## src/rtl/sbs_pkg.sv

```systemverilog
package sbs_pkg;
  localparam int LANE_W  = 9;
  localparam int LANES   = 2;
  localparam int BURST_W = 2;

  // low address bits of a burst beat
  function automatic logic [BURST_W-1:0] beat_lo(input logic [BURST_W-1:0] base,
                                                 input logic [BURST_W-1:0] cnt,
                                                 input logic               linear);
    return linear ? BURST_W'(base + cnt) : (base ^ cnt);
  endfunction
endpackage

```

## src/rtl/sbs_rst_sync.sv

```systemverilog
module sbs_rst_sync (
  input  logic clk,
  input  logic rst_n,
  output logic rst_sync_n
);
  logic [1:0] sh_q;

  always_ff @(posedge clk or negedge rst_n) begin
    if (!rst_n) sh_q <= 2'b00;
    else        sh_q <= {sh_q[0], 1'b1};
  end

  assign rst_sync_n = sh_q[1];
endmodule

```

## src/rtl/sbs_burst_gen.sv

```systemverilog
module sbs_burst_gen
  import sbs_pkg::*;
#(
  parameter int AW = 6
) (
  input  logic          clk,
  input  logic          rst_n,
  input  logic          en,
  input  logic          load,
  input  logic          step,
  input  logic          linear,
  input  logic [AW-1:0] ld_addr,
  output logic [AW-1:0] cur_addr,
  output logic [AW-1:0] next_addr
);
  logic [AW-1:0]      base_q, base_d;
  logic [BURST_W-1:0] cnt_q, cnt_d, cnt_inc;

  assign cnt_inc = cnt_q + 1'b1;

  always_comb begin
    base_d = base_q;
    cnt_d  = cnt_q;
    if (load) begin
      base_d = ld_addr;
      cnt_d  = '0;
    end else if (step) begin
      cnt_d  = cnt_inc;
    end
  end

  always_ff @(posedge clk or negedge rst_n) begin
    if (!rst_n) begin
      base_q <= '0;
      cnt_q  <= '0;
    end else if (en) begin
      base_q <= base_d;
      cnt_q  <= cnt_d;
    end
  end

  assign cur_addr  = {base_q[AW-1:BURST_W], beat_lo(base_q[BURST_W-1:0], cnt_q,   linear)};
  assign next_addr = {base_q[AW-1:BURST_W], beat_lo(base_q[BURST_W-1:0], cnt_inc, linear)};
endmodule

```

## src/rtl/sbs_store.sv

```systemverilog
module sbs_store #(
  parameter int AW     = 6,
  parameter int LANES  = 2,
  parameter int LANE_W = 9
) (
  input  logic                    clk,
  input  logic [LANES-1:0]        we,
  input  logic [AW-1:0]           waddr,
  input  logic [LANES*LANE_W-1:0] wdata,
  input  logic [AW-1:0]           raddr,
  output logic [LANES*LANE_W-1:0] rdata
);
  localparam int DEPTH = 1 << AW;

  for (genvar l = 0; l < LANES; l++) begin : g_lane
    logic [LANE_W-1:0] mem [DEPTH];

    always_ff @(posedge clk) begin
      if (we[l]) mem[waddr] <= wdata[l*LANE_W +: LANE_W];
    end

    assign rdata[l*LANE_W +: LANE_W] = mem[raddr];
  end
endmodule

```

## src/rtl/sync_burst_sram.sv

```systemverilog
module sync_burst_sram
  import sbs_pkg::*;
#(
  parameter int ADDR_W = 6
) (
  input  logic                    clk,
  input  logic                    rst_n,
  input  logic                    pipe_mode,
  input  logic                    burst_linear,
  input  logic                    sleep,
  input  logic                    oe_n,
  input  logic                    ce1_n,
  input  logic                    ce2,
  input  logic                    ce3_n,
  input  logic                    load_n,
  input  logic                    adv_n,
  input  logic                    gwe_n,
  input  logic                    bwe_n,
  input  logic [LANES-1:0]        bsel_n,
  input  logic [ADDR_W-1:0]       addr,
  input  logic [LANES*LANE_W-1:0] dq_in,
  output logic [LANES*LANE_W-1:0] dq_out,
  output logic                    dq_oe
);
  localparam int DATA_W = LANES * LANE_W;

  logic              rst_i;
  logic              awake, sel, load, step, wr_req;
  logic [LANES-1:0]  lane_sel, mem_we;
  logic [ADDR_W-1:0] cur_addr, next_addr, waddr;
  logic [DATA_W-1:0] rd_data;

  logic              act_q, act_d;
  logic              wr_q, wr_d;
  logic              rd1_q, rd1_d;
  logic              rd2_q, rd2_d;
  logic [DATA_W-1:0] dout_q, dout_d;
  logic              drive;

  sbs_rst_sync u_rst (.clk(clk), .rst_n(rst_n), .rst_sync_n(rst_i));

  assign awake    = !sleep;
  assign sel      = !ce1_n && ce2 && !ce3_n;
  assign load     = !load_n;
  assign step     = load_n && !adv_n && act_q;
  assign lane_sel = !gwe_n ? '1 : (!bwe_n ? ~bsel_n : '0);
  assign wr_req   = |lane_sel;

  always_comb begin
    mem_we = '0;
    if (awake && ((load && sel) || (step && wr_q))) mem_we = lane_sel;
  end
  assign waddr = load ? addr : next_addr;

  sbs_burst_gen #(.AW(ADDR_W)) u_gen (
    .clk(clk), .rst_n(rst_i), .en(awake), .load(load && sel), .step(step),
    .linear(burst_linear), .ld_addr(addr), .cur_addr(cur_addr), .next_addr(next_addr)
  );

  sbs_store #(.AW(ADDR_W), .LANES(LANES), .LANE_W(LANE_W)) u_store (
    .clk(clk), .we(mem_we), .waddr(waddr), .wdata(dq_in),
    .raddr(cur_addr), .rdata(rd_data)
  );

  // next state of the command pipeline
  always_comb begin
    act_d  = act_q;
    wr_d   = wr_q;
    rd1_d  = rd1_q;
    rd2_d  = rd1_q;
    dout_d = rd_data;
    if (load) begin
      if (sel) begin
        act_d = 1'b1;
        wr_d  = wr_req;
        rd1_d = !wr_req;
      end else begin
        act_d = 1'b0;
        wr_d  = 1'b0;
        rd1_d = 1'b0;
        rd2_d = 1'b0;   // single-cycle deselect: kill the output stage too
      end
    end
  end

  always_ff @(posedge clk or negedge rst_i) begin
    if (!rst_i) begin
      act_q  <= 1'b0;
      wr_q   <= 1'b0;
      rd1_q  <= 1'b0;
      rd2_q  <= 1'b0;
      dout_q <= '0;
    end else if (awake) begin
      act_q  <= act_d;
      wr_q   <= wr_d;
      rd1_q  <= rd1_d;
      rd2_q  <= rd2_d;
      dout_q <= dout_d;
    end
  end

  assign drive  = pipe_mode ? rd2_q : rd1_q;
  assign dq_oe  = drive && !oe_n && !sleep;
  assign dq_out = dq_oe ? (pipe_mode ? dout_q : rd_data) : '0;
endmodule

```

## config.mk

```make
export PLATFORM = sky130hd
export DESIGN_NAME = sync_burst_sram
export DESIGN_NICKNAME = d
export VERILOG_FILES = /design/src/rtl/sbs_pkg.sv /design/src/rtl/sbs_rst_sync.sv /design/src/rtl/sbs_burst_gen.sv /design/src/rtl/sbs_store.sv /design/src/rtl/sync_burst_sram.sv
export SDC_FILE = /design/constraint.sdc
export NUM_CORES = 1
export LEC_CHECK = 0
export CAP_MARGIN = 20
export CORE_MARGIN = 2
export CORE_UTILIZATION = 25
export DETAILED_ROUTE_END_ITERATION = 16
export DONT_BUFFER_PORTS = 1
export HOLD_SLACK_MARGIN = 0.12
export PLACE_DENSITY_LB_ADDON = 0.08
export SETUP_SLACK_MARGIN = 0.2
export SYNTH_ARGS = -nofsm -noshare
export SYNTH_HDL_FRONTEND = slang
export SYNTH_SLANG_ARGS = --single-unit
```

## constraint.sdc

```tcl
create_clock -name clk -period 4.17 [get_ports clk]
set_clock_uncertainty 0.05 [all_clocks]
set_input_delay 0.417 -clock clk [delete_from_list [all_inputs] [get_ports clk]]
set_output_delay 0.417 -clock clk [all_outputs]
set_load 0.1 [all_outputs]
```

==> results.cfg, run 1 <==
[timing]
whs_ns = 0.216
setup_viol = 18
postLayoutSetupSlackWorst_ns = -0.301
max_freq_mhz = 224
rsz0062_at_grt = true
fin_crit_sh_pct = 107
worstMarginPinSlew_ns = 1.01
hold_violations = 0
slew_headroom_pct = 32.3
period_needed_ns = 4.47
drv_slew = 0

[power_and_ir_drop]
switchingPower_w = 0.0111
leakage_nw = 20.3
power_frac_seq_pct = 37.0
switching_share_pct = 31.1
p_int_w = 0.0247
ir_drop_mv = 0.406
power.share.clock_pct = 33.2
power_frac_comb_pct = 29.8
p_total_w = 0.0358
power_density_mw_per_mm2 = 589

[clock_network]
cts_sinks = 1184
cts_tree = built
clock_latency_ns = 0.77
clockRootBuffer = clkbuf_16
clk_path_buf_depth = 3
cts_inserted_buffers = 142
path_clk_slew_ns = 0.06
htree_levels = 4

[grt]
grt_pass1_vias = 29100
grt_max_degree = 65
track_usage_pct = 17.5
antenna_found_initial = 6
grt_first_pass_wirelength_um = 235000
overflow = 0

[hold_path]
min_from = sleep
min_path_cells = 2
min_path_type = input port to register
min_to = act_q

[worst_setup_path]
reg2reg_depth = 14
regToRegEndpoint = u_store.g_lane[0].mem[57][5]
crit_path_end_kind = output port
worstSetupPathType = register to output port
worstPathMaxFanout = 8
ff2ff_setup_slack_ns = 0.75
required_ns = 3.70
critPathLaunchType = register
cp.arrival_ns = 4.00
rr_startpoint = u_gen.base_q[0]

[place]
gp_congestion = 0.786
detailed_place.area_mm2 = 0.0531
portBuffers = 0
dpl.hpwl_um = 105000

[yosys]
ys.flop_type = edfxtp_1
async_flop_share_pct = 2.70
syn-cell-area_mm2 = 0.0472
syn_inst = 2863
synth_cell_types = 66
ys_seq_area_share_pct = 75.0
synth_seq_cells = 1184
synth_edf_count = 1152
yosysWarnings = 0
synth_nets = 2904
syn_avg_cell_area_um2 = 16.5

[run_status]
violations = setup timing
outcome = finished with violations

[die]
die-area_mm2 = 0.192
row_count = 159
die_h_um = 439
design.core.area_mm2 = 0.188
io_pins = 58
start_util_pct = 25.1
die_w_um = 439

[finish]
fin_util_pct = 32.4
area_growth_pct = 28.8
n_fill_cell = 18300
fin_nets = 3380
postLayoutCellArea_mm2 = 0.0608
drive_above_1_share_pct = 26.7

[drt]
routedWlPerCell_um = 28.7
drt-vias-per-instance = 4.72
post-route-drc-count = 0
via_count = 28000
ant_nets = 0
drt_pass1_iterations = 7
first_iter_violations = 2215
wl_um = 170000

[flow_run]
max-cap-violations = 0
## cells in the final DEF, fill, tap and decap left out, drive strengths merged, types with 7 or more instances in the layout
master	n
nand4	27
a221oi	45
o221a	8
bufbuf	13
nand3	81
and3	10
mux4	108
o22ai	8
o221ai	20
edfxtp	1152
clkbuf	187
a22oi	27
mux2	26
bufinv	8
a211oi	10
a31oi	30
dlygate4sd3	35
a32oi	27
o21ai	44
nand2	386
nor2	185
nor4	7
o211ai	10
mux2i	242
a21oi	64
nand2b	15
inv	15
clkinv	47
buf	452
dfrtp	32
nor3	18
## cells in the mapped netlist (6+ instances only)
library cell | instances | area, um^2
a31oi_1 | 30 | 188
mux2_2 | 26 | 293
buf_1 | 17 | 63.8
mux4_2 | 108 | 2430
a21boi_0 | 6 | 45.0
a21oi_1 | 64 | 320
a221oi_1 | 45 | 394
and3_1 | 10 | 62.6
nand4b_1 | 6 | 52.6
o221ai_1 | 20 | 175
nor3_1 | 18 | 90.1
a32oi_1 | 27 | 236
o211ai_1 | 10 | 75.1
nor4_1 | 7 | 43.8
a22oi_1 | 27 | 203
dfrtp_1 | 32 | 801
inv_1 | 7 | 26.3
nand2_1 | 386 | 1450
edfxtp_1 | 1152 | 34600
o22ai_1 | 8 | 50.1
nor2_1 | 185 | 694
and4_1 | 6 | 52.6
o311a_1 | 6 | 60.1
mux2i_1 | 242 | 2420
nand4_1 | 27 | 169
clkbuf_1 | 111 | 417
nand3_1 | 81 | 405
nand2b_1 | 15 | 93.8
a211oi_1 | 10 | 75.1
o21ai_0 | 44 | 220
buf_2 | 37 | 185
o31a_1 | 6 | 52.6
## registers in the layout, summed over array words and instances, names as in the netlist
signal,count
u_rst.sh_q,2
u_gen.cnt_q,2
rd1_q,1
u_store.g_lane.mem,1152
act_q,1
rd2_q,1
dout_q,18
wr_q,1
u_gen.base_q,6
## power by group through the flow
stage / clock (W) / combinational [W] / sequential, W
finish: 0.0119 / 0.0107 / 0.0133
global route: 0.0127 / 0.0112 / 0.0133
CTS: 0.0123 / 0.0105 / 0.0133
detailed placement: 0 / 0.00825 / 0.0135
global placement: 0 / 0.00822 / 0.0135
floorplan: 0 / 0.00440 / 0.0135
## what timing repair did
item	4_1_cts	5_1_grt
endpoints found under the hold margin	1176	0
gates resized for setup	157	55
pin swaps	42	34
setup endpoints to repair	18	18
gates cloned	20	2
hold buffers	54	0
setup buffers	53	15
## how the worst max path moves through the flow
| stage | cells past startpoint | to | start |
|---|---|---|---|
| after global routing | 13 | dq_out[0] | u_gen.base_q[0] |
| after CTS | 12 | dq_out[11] | u_gen.cnt_q[0] |
| after floorplan | 10 | dq_out[3] | u_gen.cnt_q[0] |
| after detailed placement | 10 | dq_out[2] | u_gen.base_q[0] |
| final | 12 | dq_out[11] | u_gen.base_q[0] |
| after global placement | 10 | dq_out[2] | u_gen.cnt_q[0] |
## critical path: stages (launching register included)
cell and delay, ns:
dfrtp_1 0.41, ha_2 0.21, and2_4 0.20, xnor2_4 0.16, buf_12 0.15, buf_16 0.18, buf_16 0.16, mux4_2 0.52
a2111o_1 0.54, o22ai_4 0.23, buf_6 0.17, a21oi_4 0.07, buf_12 0.18
## layout make-up
cell class / instances / area (um^2) / share of cell area, %
inverters: 9 / 60.1 / 0.0987
repair buffers: 502 / 5800 / 9.54
clock inverters: 64 / 536 / 0.880
well taps: 2495 / 3120 / 5.13
flip-flops and latches: 1184 / 35400 / 58.2
multi-input cells: 1500 / 12000 / 19.8
diodes: 1 / 2.50 / 0.00411
clock buffers: 185 / 3870 / 6.36
## kinds of logic (layout without fill, tap and decap cells)
logic type,after synthesis,in the layout,synth area share (%)
flip-flops,1184,1184,75.0
AND/OR/NAND/NOR,758,758,6.85
multiplexers,376,376,10.9
AO/OA/AOI/OAI,357,357,5.52
buffers and inverters,179,760,1.56
XOR/XNOR,6,6,0.143
adder cells (fa/ha/maj),2,2,0.0530
other,1,2,0.00794
## metrics by stage
step / setup slack (ns) / cells / TNS [ns]
after floorplan: 0.228 / 2863 / 0
after global placement: -0.0614 / 5544 / -0.0788
after detailed placement: -0.0578 / 5546 / -0.0964
after CTS: -0.376 / 5922 / -5.28
after global routing: -0.410 / 5940 / -6.02
final: -0.301 / 5940 / -3.71
## routing by layer
metal	wire, um	part of all wire, %	global-route usage, %	vias to the layer above
met2	86000	51	30.4	640
met5	0	0	0	-
met4	4400	2.6	4.95	0
li1	-	-	-	12300
met1	73900	43	22.7	14900
met3	5940	3.5	2.48	207
(Power assumes the default switching activity.)
==> run 2, diff against run 1 <==
- CELL_PAD_IN_SITES_DETAIL_PLACEMENT: default -> 1
- CELL_PAD_IN_SITES_GLOBAL_PLACEMENT: default -> 1
==> run 2 against run 1 <==
Against the previous run:
- the flow finishes with violations (DRC, setup timing)
- critical path type unchanged
- fmax decreased by 0.33%
- largest cell class unchanged
- critical path depth increased by 1
- sequential power about the same
- design area decreased by 0.66%
- core utilization decreased by 0.21 points
- combinational power about the same
- hold slack got worse by 0.034 ns
- register-to-register slack got worse by 0.28 ns
- via count decreased by 0.22%
- global-route usage increased by 0.61 points
- critical endpoint is now dq_out[6]
==> results.cfg, run 2 (synthesis gave the netlist of run 1 again) <==
[run_status]
outcome = finished with violations
violations = DRC, setup timing

[worst_setup_path]
crit_path_end_kind = output port
slowest_delay_ns = 0.50
crit_top_cell = buf_12
cp_slowest_cell = mux4_2
critPathLaunch = u_gen.cnt_q[0]
critPathLaunchType = register
reg2reg_depth = 9
worstSetupPathType = register to output port
required_ns = 3.70
rr_startpoint = u_gen.base_q[1]
worstPathMaxFanout = 9
cp.arrival_ns = 4.02
path_cells = ha_2, and2_4, xnor2_4, buf_8, buf_12, buf_16, mux2i_1, mux4_2, mux2_4, a32oi_2, buf_4, o221a_4, buf_12

[die]
die_w_um = 439
row_count = 159
io_pins = 58
start_util_pct = 25.1
design.core.area_mm2 = 0.188
die_h_um = 439
die-area_mm2 = 0.192

[drt]
wl_um = 175000
ant_nets = 0
post-route-drc-count = 4
first_iter_violations = 1888
via_count = 28000
routedWlPerCell_um = 29.5
drt-vias-per-instance = 4.72
drt_pass1_iterations = 11

[finish]
area_growth_pct = 28.0
n_fill_cell = 19300
fin_nets = 3354
largest_register = u_store.g_lane.mem
mostFrequentLayoutCell = edfxtp_1
biggestRegsByFlops = u_store.g_lane.mem: 1152 flops, dout_q: 18 flops, u_gen.base_q: 6 flops
fin_cells = 5925
largest_reg_flops = 1152
mostFrequentLayoutCells = edfxtp_1, nand2_1, buf_4
drive_above_1_share_pct = 26.1

[hold_path]
min_path_cells = 3
min_from = addr[2]
min_path_type = input port to register

[place]
dpl.hpwl_um = 109000
place_ws_ns = -0.132
placed_cells = 5528
gp_congestion = 0.769
portBuffers = 0

[timing]
drv_slew = 0
hold_violations = 0
period_needed_ns = 4.49
setup_viol = 18
postLayoutSetupSlackWorst_ns = -0.316
setup-tns-final_ns = -4.36
rsz0062_at_grt = true
max_freq_mhz = 223
slew_headroom_pct = 19.6
worstMarginPinSlew_ns = 1.20
fin_crit_sh_pct = 108

[clock_network]
cts_sinks = 1184
path_clk_slew_ns = 0.06
htree_levels = 4
clockRootBuffer = clkbuf_16
cts_tree = built
clk_path_buf_depth = 3
clock_latency_ns = 0.78
cts_inserted_buffers = 140

[grt]
overflow = 0
grt_first_pass_wirelength_um = 244000
grt_max_degree = 65
track_usage_pct = 18.1
grt_pass1_vias = 30100
antenna_found_initial = 3

[power_and_ir_drop]
power_density_mw_per_mm2 = 588
leakage_nw = 20.1
ir_drop_mv = 0.444

[flow_run]
max-cap-violations = 0
run 2: stage by stage:
step	hold slack [ns]	power (W)	instance area, um^2	utilization [%]
2_1_floorplan	0.0714	0.0178	47300	-
3_3_place_gp	0.0715	0.0217	53000	28.2
5_1_grt	0.185	0.0369	60400	32.2
6_report	0.182	0.0355	60400	32.2
4_1_cts	0.121	0.0358	60000	32.0
3_5_place_dp	0.0715	0.0218	53000	28.2
run 2: what timing repair did:
item / CTS / global route
pin swaps: 54 / 35
buffers inserted: 53 / 11
setup endpoints to repair: 18 / 18
hold buffers: 53 / 0
cloned: 17 / 3
resized for setup: 177 / 44
endpoints found under the hold margin: 1180 / 0
run 2: metal layers:
layer	vias to the layer above	track usage, %	wire length, um	part of all wire (%)
li1	12200	-	-	-
met1	15000	23.5	77300	44
met2	488	31.7	88000	50
met3	215	2.15	4770	2.7
met4	0	5.32	4750	2.7
met5	-	0	0	0
run 2: area by class of cell:
type                    instances  area [um^2]  share of cell area (%)
clock buffers                 183         3820                    6.32
inverters                       9         38.8                  0.0642
well taps                    2495         3120                    5.17
diodes                          6         15.0                  0.0248
clock inverters                70          528                   0.874
flip-flops and latches       1184        35400                    58.6
repair buffers                478         5570                    9.22
multi-input cells            1500        11900                    19.7
run 2: path summary, 6_finish.rpt:
check,slack [ns],end
worst min-delay path,0.18,u_store.g_lane[0].mem[46][4]
worst max register to register,0.47,u_store.g_lane[0].mem[4][0]
max in group asynchronous,2.92,u_gen.base_q[2]
worst min register to register,0.30,u_rst.sh_q[1]
min in group asynchronous,0.34,u_rst.sh_q[1]
worst max-delay path,-0.32,dq_out[6]
run 2: report_power, final:
| group | internal [W] | switching [W] | leakage, nW |
|---|---|---|---|
| combinational | 0.00446 | 0.00602 | 7.27 |
| sequential | 0.0132 | 0.000108 | 10.7 |
| clock | 0.00681 | 0.00495 | 2.11 |
run 2: worst max-delay path: cells and delay by family (launching register included):
family / cells / cell delay (ns)
buffers and inverters: 5 / 0.84
AND/OR/NAND/NOR: 1 / 0.16
adder cells (fa/ha/maj): 1 / 0.21
multiplexers: 3 / 0.88
flip-flops: 1 / 0.41
XOR/XNOR: 1 / 0.21
AO/OA/AOI/OAI: 2 / 0.49
